File: config.mk
export PLATFORM = sky130hd
export DESIGN_NAME = bankreg_file
export DESIGN_NICKNAME = d
export VERILOG_FILES = /design/src/rtl/bankreg_pkg.sv /design/src/rtl/bankreg_ctrl.sv /design/src/rtl/bankreg_gpr.sv /design/src/rtl/bankreg_fpr.sv /design/src/rtl/bankreg_file.sv
export SDC_FILE = /design/constraint.sdc
export NUM_CORES = 2
export LEC_CHECK = 0
export BUFFER_PORTS_ARGS = -buffer_cell sky130_fd_sc_hd__buf_2
export CORE_UTILIZATION = 25
export DETAILED_ROUTE_END_ITERATION = 8
export RECOVER_POWER = 25
export SKIP_CTS_REPAIR_TIMING = 1
export SLEW_MARGIN = 5
export SYNTH_ARGS = -nofsm -noshare
export SYNTH_HDL_FRONTEND = slang
export SYNTH_HIERARCHICAL = 1
export SYNTH_SLANG_ARGS = --single-unit
File: constraint.sdc
create_clock -name clk -period 2.51 [get_ports clk]
set_input_delay 0.251 -clock clk [delete_from_list [all_inputs] [get_ports clk]]
set_output_delay 0.251 -clock clk [all_outputs]
set_load 0.1 [all_outputs]
File: src/rtl/bankreg_pkg.sv
package bankreg_pkg;

  localparam int CW = 32;

  // status word fields
  localparam int SR_T    = 0;
  localparam int SR_S    = 1;
  localparam int SR_Q    = 8;
  localparam int SR_M    = 9;
  localparam int SR_BANK = 29;
  localparam int SR_PRIV = 30;
  localparam logic [CW-1:0] SR_WMASK = 32'h7000_83F3;
  localparam logic [CW-1:0] SR_FLAGS = 32'h0000_0303;
  localparam logic [CW-1:0] SR_RESET = 32'h7000_00F0;

  // FP control fields
  localparam int FP_PR = 19;
  localparam int FP_SZ = 20;
  localparam int FP_FR = 21;
  localparam logic [CW-1:0] FP_WMASK = 32'h003F_FFFF;
  localparam logic [CW-1:0] FP_RESET = 32'h0008_0001;

  typedef struct packed {
    logic m;
    logic q;
    logic s;
    logic t;
  } flags_t;

  function automatic logic int_alt(input logic [CW-1:0] sr);
    return sr[SR_PRIV] & sr[SR_BANK];
  endfunction

  function automatic flags_t flags_of(input logic [CW-1:0] w);
    flags_t f;
    f.t = w[SR_T];
    f.s = w[SR_S];
    f.q = w[SR_Q];
    f.m = w[SR_M];
    return f;
  endfunction

  function automatic logic [CW-1:0] sr_merge(input logic [CW-1:0] stored,
                                             input flags_t f);
    logic [CW-1:0] w;
    w = stored & ~SR_FLAGS;
    w[SR_T] = f.t;
    w[SR_S] = f.s;
    w[SR_Q] = f.q;
    w[SR_M] = f.m;
    return w;
  endfunction

  function automatic logic [2:0] mode_of(input logic [CW-1:0] sr,
                                         input logic [CW-1:0] fp);
    return {sr[SR_PRIV], fp[FP_SZ], fp[FP_PR]};
  endfunction

endpackage

File: src/rtl/bankreg_ctrl.sv
module bankreg_ctrl
  import bankreg_pkg::*;
(
  input  logic          clk,
  input  logic          rst_n,
  input  logic          sr_we,
  input  logic [CW-1:0] sr_wdata,
  input  logic          tflag_we,
  input  logic          tflag_in,
  input  logic          fp_we,
  input  logic [CW-1:0] fp_wdata,
  output logic [CW-1:0] sr_rdata,
  output logic [CW-1:0] fp_rdata,
  output logic          int_sel,
  output logic          fp_sel,
  output logic [2:0]    mode_code
);

  logic [CW-1:0] sr_q, fp_q, sr_n, fp_n;
  flags_t        flg_q;
  logic [2:0]    mode_q;

  // named events for the checks
  logic int_swap_ev, fp_swap_ev;

  assign sr_n = sr_we ? (sr_wdata & SR_WMASK) : sr_q;
  assign fp_n = fp_we ? (fp_wdata & FP_WMASK) : fp_q;

  assign int_swap_ev = sr_we && (int_alt(sr_n) != int_alt(sr_q));
  assign fp_swap_ev  = fp_we && (fp_n[FP_FR] != fp_q[FP_FR]);

  always_ff @(posedge clk) begin
    if (!rst_n) begin
      sr_q   <= SR_RESET & SR_WMASK;
      flg_q  <= flags_of(SR_RESET);
      fp_q   <= FP_RESET & FP_WMASK;
      mode_q <= mode_of(SR_RESET, FP_RESET);
    end else begin
      sr_q <= sr_n;
      fp_q <= fp_n;
      if (sr_we)
        flg_q <= flags_of(sr_wdata);
      else if (tflag_we)
        flg_q.t <= tflag_in;
      if (sr_we || fp_we)
        mode_q <= mode_of(sr_n, fp_n);
    end
  end

  assign sr_rdata  = sr_merge(sr_q, flg_q);
  assign fp_rdata  = fp_q;
  assign int_sel   = int_alt(sr_q);
  assign fp_sel    = fp_q[FP_FR];
  assign mode_code = mode_q;

  // integer bank pointer flips exactly on a combined-condition change
  a_r2_int_swap: assert property (@(posedge clk) disable iff (!rst_n)
    int_swap_ev |=> (int_sel != $past(int_sel)));
  a_r2_int_hold: assert property (@(posedge clk) disable iff (!rst_n)
    !int_swap_ev |=> $stable(int_sel));
  // FP bank pointer follows FR toggles only
  a_r7_fp_swap: assert property (@(posedge clk) disable iff (!rst_n)
    fp_swap_ev |=> (fp_sel != $past(fp_sel)));
  a_r7_fp_hold: assert property (@(posedge clk) disable iff (!rst_n)
    !fp_swap_ev |=> $stable(fp_sel));
  // non-writable status bits never appear
  a_r4_sr_mask: assert property (@(posedge clk) disable iff (!rst_n)
    sr_we |=> ((sr_rdata & ~SR_WMASK) == '0));
  // status write captures T and wins over a T update
  a_r5_t_capture: assert property (@(posedge clk) disable iff (!rst_n)
    sr_we |=> (sr_rdata[SR_T] == $past(sr_wdata[SR_T])));
  // mode code matches the words after any control write
  a_r9_mode_track: assert property (@(posedge clk) disable iff (!rst_n)
    (sr_we || fp_we) |=> (mode_code == {sr_rdata[SR_PRIV], fp_rdata[FP_SZ], fp_rdata[FP_PR]}));

endmodule

File: src/rtl/bankreg_gpr.sv
module bankreg_gpr #(
  parameter int W       = 32,
  parameter int NREG    = 16,
  parameter int NBANKED = 8,
  localparam int AW     = $clog2(NREG)
) (
  input  logic          clk,
  input  logic          rst_n,
  input  logic          sel,
  input  logic [AW-1:0] raddr,
  output logic [W-1:0]  rdata,
  input  logic          we,
  input  logic [AW-1:0] waddr,
  input  logic [W-1:0]  wdata
);

  logic [NREG-1:0][W-1:0] view;

  for (genvar i = 0; i < NREG; i++) begin : g_reg
    if (i < NBANKED) begin : g_banked
      logic [W-1:0] copy0, copy1;
      always_ff @(posedge clk) begin
        if (!rst_n) begin
          copy0 <= '0;
          copy1 <= '0;
        end else if (we && (waddr == AW'(i))) begin
          if (sel) copy1 <= wdata;
          else     copy0 <= wdata;
        end
      end
      assign view[i] = sel ? copy1 : copy0;
    end else begin : g_shared
      logic [W-1:0] word;
      always_ff @(posedge clk) begin
        if (!rst_n)
          word <= '0;
        else if (we && (waddr == AW'(i)))
          word <= wdata;
      end
      assign view[i] = word;
    end
  end

  assign rdata = view[raddr];

  // a write lands in the bank that was active in its own cycle
  a_r3_gpr_write_lands: assert property (@(posedge clk) disable iff (!rst_n)
    (we && !($past(we) && 1'b0)) |=>
      ((view[$past(waddr)] == $past(wdata)) || (sel != $past(sel))));

endmodule

File: src/rtl/bankreg_fpr.sv
module bankreg_fpr #(
  parameter int W    = 32,
  parameter int NREG = 16,
  localparam int AW  = $clog2(NREG)
) (
  input  logic          clk,
  input  logic          rst_n,
  input  logic          sel,
  input  logic [AW-1:0] raddr,
  output logic [W-1:0]  rdata,
  input  logic          we,
  input  logic [AW-1:0] waddr,
  input  logic [W-1:0]  wdata
);

  logic [NREG-1:0][W-1:0] view;

  for (genvar i = 0; i < NREG; i++) begin : g_reg
    logic [W-1:0] copy0, copy1;
    always_ff @(posedge clk) begin
      if (!rst_n) begin
        copy0 <= '0;
        copy1 <= '0;
      end else if (we && (waddr == AW'(i))) begin
        if (sel) copy1 <= wdata;
        else     copy0 <= wdata;
      end
    end
    assign view[i] = sel ? copy1 : copy0;
  end

  assign rdata = view[raddr];

  // a write lands in the FP bank active in its own cycle
  a_r7_fpr_write_lands: assert property (@(posedge clk) disable iff (!rst_n)
    we |=> ((view[$past(waddr)] == $past(wdata)) || (sel != $past(sel))));

endmodule

File: src/rtl/bankreg_file.sv
module bankreg_file
  import bankreg_pkg::*;
#(
  parameter int DATA_W     = 32,
  parameter int NUM_GPR    = 16,
  parameter int NUM_BANKED = 8,
  parameter int NUM_FPR    = 16,
  localparam int GAW       = $clog2(NUM_GPR),
  localparam int FAW       = $clog2(NUM_FPR)
) (
  input  logic              clk,
  input  logic              rst_n,
  input  logic [GAW-1:0]    gpr_raddr,
  output logic [DATA_W-1:0] gpr_rdata,
  input  logic              gpr_we,
  input  logic [GAW-1:0]    gpr_waddr,
  input  logic [DATA_W-1:0] gpr_wdata,
  input  logic [FAW-1:0]    fpr_raddr,
  output logic [DATA_W-1:0] fpr_rdata,
  input  logic              fpr_we,
  input  logic [FAW-1:0]    fpr_waddr,
  input  logic [DATA_W-1:0] fpr_wdata,
  input  logic              sr_we,
  input  logic [CW-1:0]     sr_wdata,
  output logic [CW-1:0]     sr_rdata,
  input  logic              tflag_we,
  input  logic              tflag_in,
  input  logic              fp_we,
  input  logic [CW-1:0]     fp_wdata,
  output logic [CW-1:0]     fp_rdata,
  output logic [2:0]        mode_code
);

  logic int_sel, fp_sel;

  bankreg_ctrl u_ctrl (
    .clk       (clk),
    .rst_n     (rst_n),
    .sr_we     (sr_we),
    .sr_wdata  (sr_wdata),
    .tflag_we  (tflag_we),
    .tflag_in  (tflag_in),
    .fp_we     (fp_we),
    .fp_wdata  (fp_wdata),
    .sr_rdata  (sr_rdata),
    .fp_rdata  (fp_rdata),
    .int_sel   (int_sel),
    .fp_sel    (fp_sel),
    .mode_code (mode_code)
  );

  bankreg_gpr #(.W(DATA_W), .NREG(NUM_GPR), .NBANKED(NUM_BANKED)) u_gpr (
    .clk   (clk),
    .rst_n (rst_n),
    .sel   (int_sel),
    .raddr (gpr_raddr),
    .rdata (gpr_rdata),
    .we    (gpr_we),
    .waddr (gpr_waddr),
    .wdata (gpr_wdata)
  );

  bankreg_fpr #(.W(DATA_W), .NREG(NUM_FPR)) u_fpr (
    .clk   (clk),
    .rst_n (rst_n),
    .sel   (fp_sel),
    .raddr (fpr_raddr),
    .rdata (fpr_rdata),
    .we    (fpr_we),
    .waddr (fpr_waddr),
    .wdata (fpr_wdata)
  );

endmodule

==> After elaboration in Yosys (flattened, before gate mapping) <==
Cells that the tools add are included.
{ "totals": {"reg_bits": 1833, "in_bits": 152, "word_cells": 216} }
{ "classes": {"order_cmp": 2, "mux": 32, "n_eq_ne": 30, "reduce_logical": 84, "n_bitwise": 3} }
{ "op_table": {"columns": ["op", "count"], "rows": [
  ["32-bit 2-to-1 mux", 26],
  ["32-bit binary-select mux with 4-bit select", 2],
  ["2-bit AND reduction", 48],
  ["4-bit == test (second input constant)", 16],
  ["4-bit by 3-bit == test with 1-bit output (second input constant)", 8],
  ["1-bit logical AND", 32],
  ["31-bit 2-to-1 mux", 1],
  ["21-bit 2-to-1 mux", 1],
  ["4-bit by 2-bit == test with 1-bit output (second input constant)", 4],
  ["4-bit by 5-bit less-than comparator with 1-bit output (second input constant)", 2],
  ["4-bit by 1-bit == test with 1-bit output (second input constant)", 2],
  ["4-bit logical NOT", 2],
  ["1-bit 2-to-1 mux", 2],
  ["1-bit inverter", 2],
  ["2-bit nonzero test", 1],
  ["1-bit AND", 1],
  ["1-bit logical OR", 1]
]} }

==> Logic depth before layout (Yosys ltp) <==
{ "logic_depth": {"word_depth": 4, "ltp_mapped": 9, "depth_no_buf": 5} }

==> Hierarchy <==
Netlist, hierarchy kept.
{ "modules_own_cells": {"columns": ["mod", "instances", "seq_area_each_um2", "area_each_um2", "cells_per_inst"], "rows": [
  ["bankreg_fpr", 1, 20499.7, 47008.8, 5756],
  ["bankreg_gpr", 1, 15374.7, 34787.1, 3940],
  ["bankreg_ctrl", 1, 740.7, 1691.6, 159]
]} }

==> Worst setup path after synthesis <==
No wires, ideal clock.
{ "synth_timing": {"kind": "register to output", "from": "register u_ctrl.sr_q[30]", "to": "output gpr_rdata[13]", "n_path_buf": 4, "arrival_ps": 4345, "required_ps": 2259, "setup_slack_ps": -2086, "stages_incl_launch_ff": 9, "path_cell_list": "dfxtp_1 -> and2_1 -> buf_6 -> buf_2 -> buf_2 -> buf_2 -> mux4_2 -> mux2i_1 -> o21ai_0"} }
{ "synth_between": {"elab_chain_len": 4} }
{ "synth_lines": {"columns": ["element", "line", "text"], "rows": [
  ["start: declaration", "bankreg_ctrl.sv:19", "logic [CW-1:0] sr_q, fp_q, sr_n, fp_n;"],
  ["start signal: assignment", "bankreg_ctrl.sv:34", "sr_q <= SR_RESET & SR_WMASK;"],
  ["start signal: assignment", "bankreg_ctrl.sv:39", "sr_q <= sr_n;"],
  ["1-bit AND (*)", null, null],
  ["via int_sel", "bankreg_file.sv:34", "logic int_sel, fp_sel;"],
  ["32-bit 2-to-1 mux", "bankreg_gpr.sv:31", "assign view[i] = sel ? copy1 : copy0;"],
  ["32-bit binary-select mux with 4-bit select (*)", "bankreg_gpr.sv:44", "assign rdata = view[raddr];"],
  ["32-bit 2-to-1 mux (not written as such) (*)", "bankreg_gpr.sv:44", null],
  ["end: declaration", "bankreg_file.sv:14", "output logic [DATA_W-1:0] gpr_rdata,"]
]} }
The timed path passes the listed nets; every way through them passes the cells marked *. The select of a mux whose other input is x is not followed.

==> Worst setup path after layout <==
{ "layout_timing": {"from": "register u_ctrl.fp_q[21] (netlist: u_ctrl/fp_rdata[21])", "to": "output fpr_rdata[10]"} }
{ "layout_between": {"elab_chain_len": 3} }
{ "layout_lines": {"columns": ["element", "line", "text"], "rows": [
  ["start: declaration", "bankreg_ctrl.sv:19", null],
  ["start signal: assignment", "bankreg_ctrl.sv:36", "fp_q <= FP_RESET & FP_WMASK;"],
  ["start signal: assignment", "bankreg_ctrl.sv:40", "fp_q <= fp_n;"],
  ["32-bit 2-to-1 mux", "bankreg_fpr.sv:29", "assign view[i] = sel ? copy1 : copy0;"],
  ["32-bit binary-select mux with 4-bit select (*)", "bankreg_fpr.sv:32", "assign rdata = view[raddr];"],
  ["32-bit 2-to-1 mux (not written as such) (*)", "bankreg_fpr.sv:32", null],
  ["end: declaration", "bankreg_file.sv:19", "output logic [DATA_W-1:0] fpr_rdata,"]
]} }
Mark *: on every way between the ends. The rest lies on a longest branch, timed or not. The select of a mux whose other input is x is not followed.

==> results.py <==
metrics = {
    "route": {
        "dr.pass1.iters": 5,
        "vias": 69200,
        "met2_length_mm": 134,
        "met1Wirelength_mm": 121,
        "routed_wl_mm": 281,
        "postRouteAntennaNets": 0,
        "top_layer_used": "met5",
        "drtIter0Drc": 5566,
        "drc": 0,
        "route.detailed.wl_per_inst_um": 19.4,
        "wl_met3_mm": 17.3,
        "via_per_inst": 4.78,
    },
    "yosys": {
        "synth_adder_area_share_pct": 0,
        "async_flop_share_pct": 0,
        "yosys.area_share.simple_pct": 19.0,
        "synth_cells": 9855,
        "yosysWarnings": 6,
        "syn_area_per_cell_um2": 8.47,
        "synth_edf_count": 0,
        "synthMuxAreaShare_pct": 12.5,
        "synth-compound-area-share_pct": 19.4,
        "synth_top_family_by_area": "compound AO/OA/AOI/OAI gates",
        "netlist_area_mm2": 0.0835,
        "ys_types": 55,
        "ys_seq_area_share_pct": 43.9,
        "synth_seq_cells": 1829,
        "synth_xor_area_share_pct": 0,
        "synth-main-ff-cell": "dfxtp_1",
    },
    "worst_setup_path": {
        "path_class": "flip-flop to primary output",
        "r2r_cells": 10,
        "ff2ff_setup_slack_ns": -0.08,
        "start_kind": "flip-flop",
        "cp.required_ns": 2.26,
        "path_max_fanout": 9,
        "r2r_end": "u_gpr/g_reg[1].g_banked.copy0[9]",
        "critPathCaptureType": "primary output",
        "r2r-start": "u_ctrl/sr_q[30]",
        "arrival_ns": 2.93,
    },
    "timing": {
        "hold_viol": 3,
        "tightest_slew_ns": 1.43,
        "timing.final.ws_setup_ns": -0.673,
        "maxSlewHeadroom_pct": 4.54,
        "finClkSkew_ns": 0.109,
        "min_period_over_period_pct": 127,
        "fin_crit_ns": 3.18,
        "finalSetupViolations": 140,
        "rsz0062_at_grt": "yes",
        "hold_ws_ns": -0.0322,
        "finalMaxSlewViolations": 0,
        "fmax_mhz": 314,
    },
    "die": {
        "core_mm2": 0.331,
        "floorplan.initialDensity_pct": 25.2,
        "fp-row-count": 211,
        "io-pin-count": 283,
        "fp.dieArea_mm2": 0.336,
        "die_height_um": 580,
        "die_x_um": 580,
    },
    "place": {
        "io_buffers": 222,
        "post_dp_cell_area_mm2": 0.0922,
        "dp_hpwl_mm": 167,
        "place_ws_ns": -0.303,
        "place_inst": 14000,
        "gp_congestion": 0.808,
    },
    "layout": {
        "syn2layout_area_growth_pct": 22.9,
        "drive_gt1_share_pct": 14.8,
        "seq_area_mm2": 0.0366,
        "design_area_mm2": 0.103,
        "final_common_cell": "nand2_1",
        "fillers": 34400,
        "multi_input_area_mm2": 0.0445,
        "final_cell_count_no_fill": 14500,
        "fin_nets": 10100,
        "final_cell_mix": "nand2_1, dfxtp_1, a21boi_0, a21boi_1, mux2i_1",
    },
    "clock_network": {
        "htreeDepth": 4,
        "clk_latency_ns": 0.92,
        "clock-sinks": 1829,
        "path_clk_slew_ns": 0.06,
        "cts_max_path_buffers": 4,
        "cts-root-buf": "clkbuf_16",
        "cts_tree": "yes",
        "numCtsBuffers": 200,
    },
    "power_and_ir_drop": {
        "leakagePower_nw": 35.2,
        "powerDensity_mw_per_mm2": 661,
        "ir_worst_vdd_v": 0.000601,
        "total_power_mw": 67.7,
    },
    "global_routing": {
        "grt_pass1_wl_mm": 417,
        "grtUsageTotal_pct": 15.7,
        "antenna_found_initial": 28,
        "grt_pass1_vias": 66200,
        "grt_max_degree": 130,
        "overflow": 0,
    },
    "flow_run": {
        "cap_violations": 0,
    },
    "worst_hold_path": {
        "hold_path.startpoint": "fp_we",
        "hold_end": "u_ctrl/fp_rdata[21]",
        "hold_class": "input port to flip-flop",
        "min_path_cells": 4,
    },
    "run_status": {
        "status": "finished with violations",
        "violations": "negative hold slack, negative setup slack",
    },
}
## kinds of logic after synthesis
| logic type | count (synthesis) |
|---|---|
| muxes | 835 |
| DFF | 1829 |
| buffers and inverters | 959 |
| and+or+nand+nor | 4049 |
| other | 1 |
| AOI/OAI and AO/OA | 2182 |
## per-stage QoR
step                      utilization, %  setup TNS, ns
after floorplan                        -              0
after global placement              27.8          -3.98
after detailed placement            27.8          -4.69
after CTS                           29.9         -59.63
after global routing                31.0         -53.82
final                               31.0         -38.44
## sequential cells by signal, indices dropped and copies added, names as in the netlist
name                    count
u_ctrl/fp_rdata            22
u_ctrl/mode_code            3
u_ctrl/sr_q                11
u_ctrl/sr_rdata             1
u_fpr/g.copy0             512
u_fpr/g.copy1             512
u_gpr/g.g_banked.copy0    256
u_gpr/g.g_banked.copy1    256
u_gpr/g.g_shared.word     256
## where the power goes
group	switching (mW)	internal, mW	total (mW)
Combinational	4.67	2.64	7.31
Sequential	0.133	29.3	29.4
Clock	12.8	18.2	31.0
## critical path, stage by stage, from the launching register on
cell       delay (ns)
dfxtp_4          0.37
and2_4           0.22
buf_12           0.15
clkbuf_16        0.17
a22o_1           0.24
nor3_2           0.28
a31oi_4          0.10
buf_4            0.17
nand3_2          0.10
buf_12           0.19
## synth_stat cells, drive strengths merged, types with 2 or more instances
library cell,n,share of area (%)
nand3,104,0.63
mux4,160,4.3
dfxtp,1829,44
and3b,6,0.063
nand2,3770,17
o211a,2,0.024
nand2b,5,0.037
clkbuf,579,2.6
and4bb,2,0.030
and3,4,0.030
and2,5,0.037
a22oi,98,0.88
a31oi,32,0.24
or2,5,0.037
nor2,53,0.43
mux2i,641,7.7
a21oi,96,0.58
nor3,38,0.25
or3b,5,0.058
or3,2,0.021
nor3b,5,0.063
a21boi,1792,16
mux2,34,0.46
a22o,64,0.67
nand3b,6,0.058
buf,380,2.7
nor2b,33,0.26
a32oi,32,0.34
a2bb2oi,32,0.34
o21ai,34,0.20
## worst max path at each step
stage | from | end | slack, ns | cells past startpoint
floorplan | u_ctrl/sr_q[30] | gpr_rdata[16] | 0.004 | 8
global placement | fpr_raddr[0] | fpr_rdata[10] | -0.29 | 9
detailed placement | fpr_raddr[0] | fpr_rdata[10] | -0.30 | 9
CTS | u_ctrl/fp_rdata[21] | fpr_rdata[10] | -1.21 | 9
global route | u_ctrl/sr_q[29] | gpr_rdata[26] | -0.73 | 8
finish | u_ctrl/fp_rdata[21] | fpr_rdata[10] | -0.67 | 9
## routing by layer
metal / GRT usage [%] / vias up
li1: - / 33000
met1: 20.4 / 33700
met2: 26.7 / 2006
met3: 2.40 / 475
met4: 4.83 / 8
met5: 0 / -
## cell type report
class / instances / area share [%]
multi-input cells: 7096 / 43.4
flip-flops and latches: 1829 / 35.7
repair buffers: 813 / 8.93
clock buffers: 295 / 5.83
well taps: 4366 / 5.33
clock inverters: 66 / 0.831
diodes: 11 / 0.0268
Note: power is estimated with default switching activity, not from simulation.
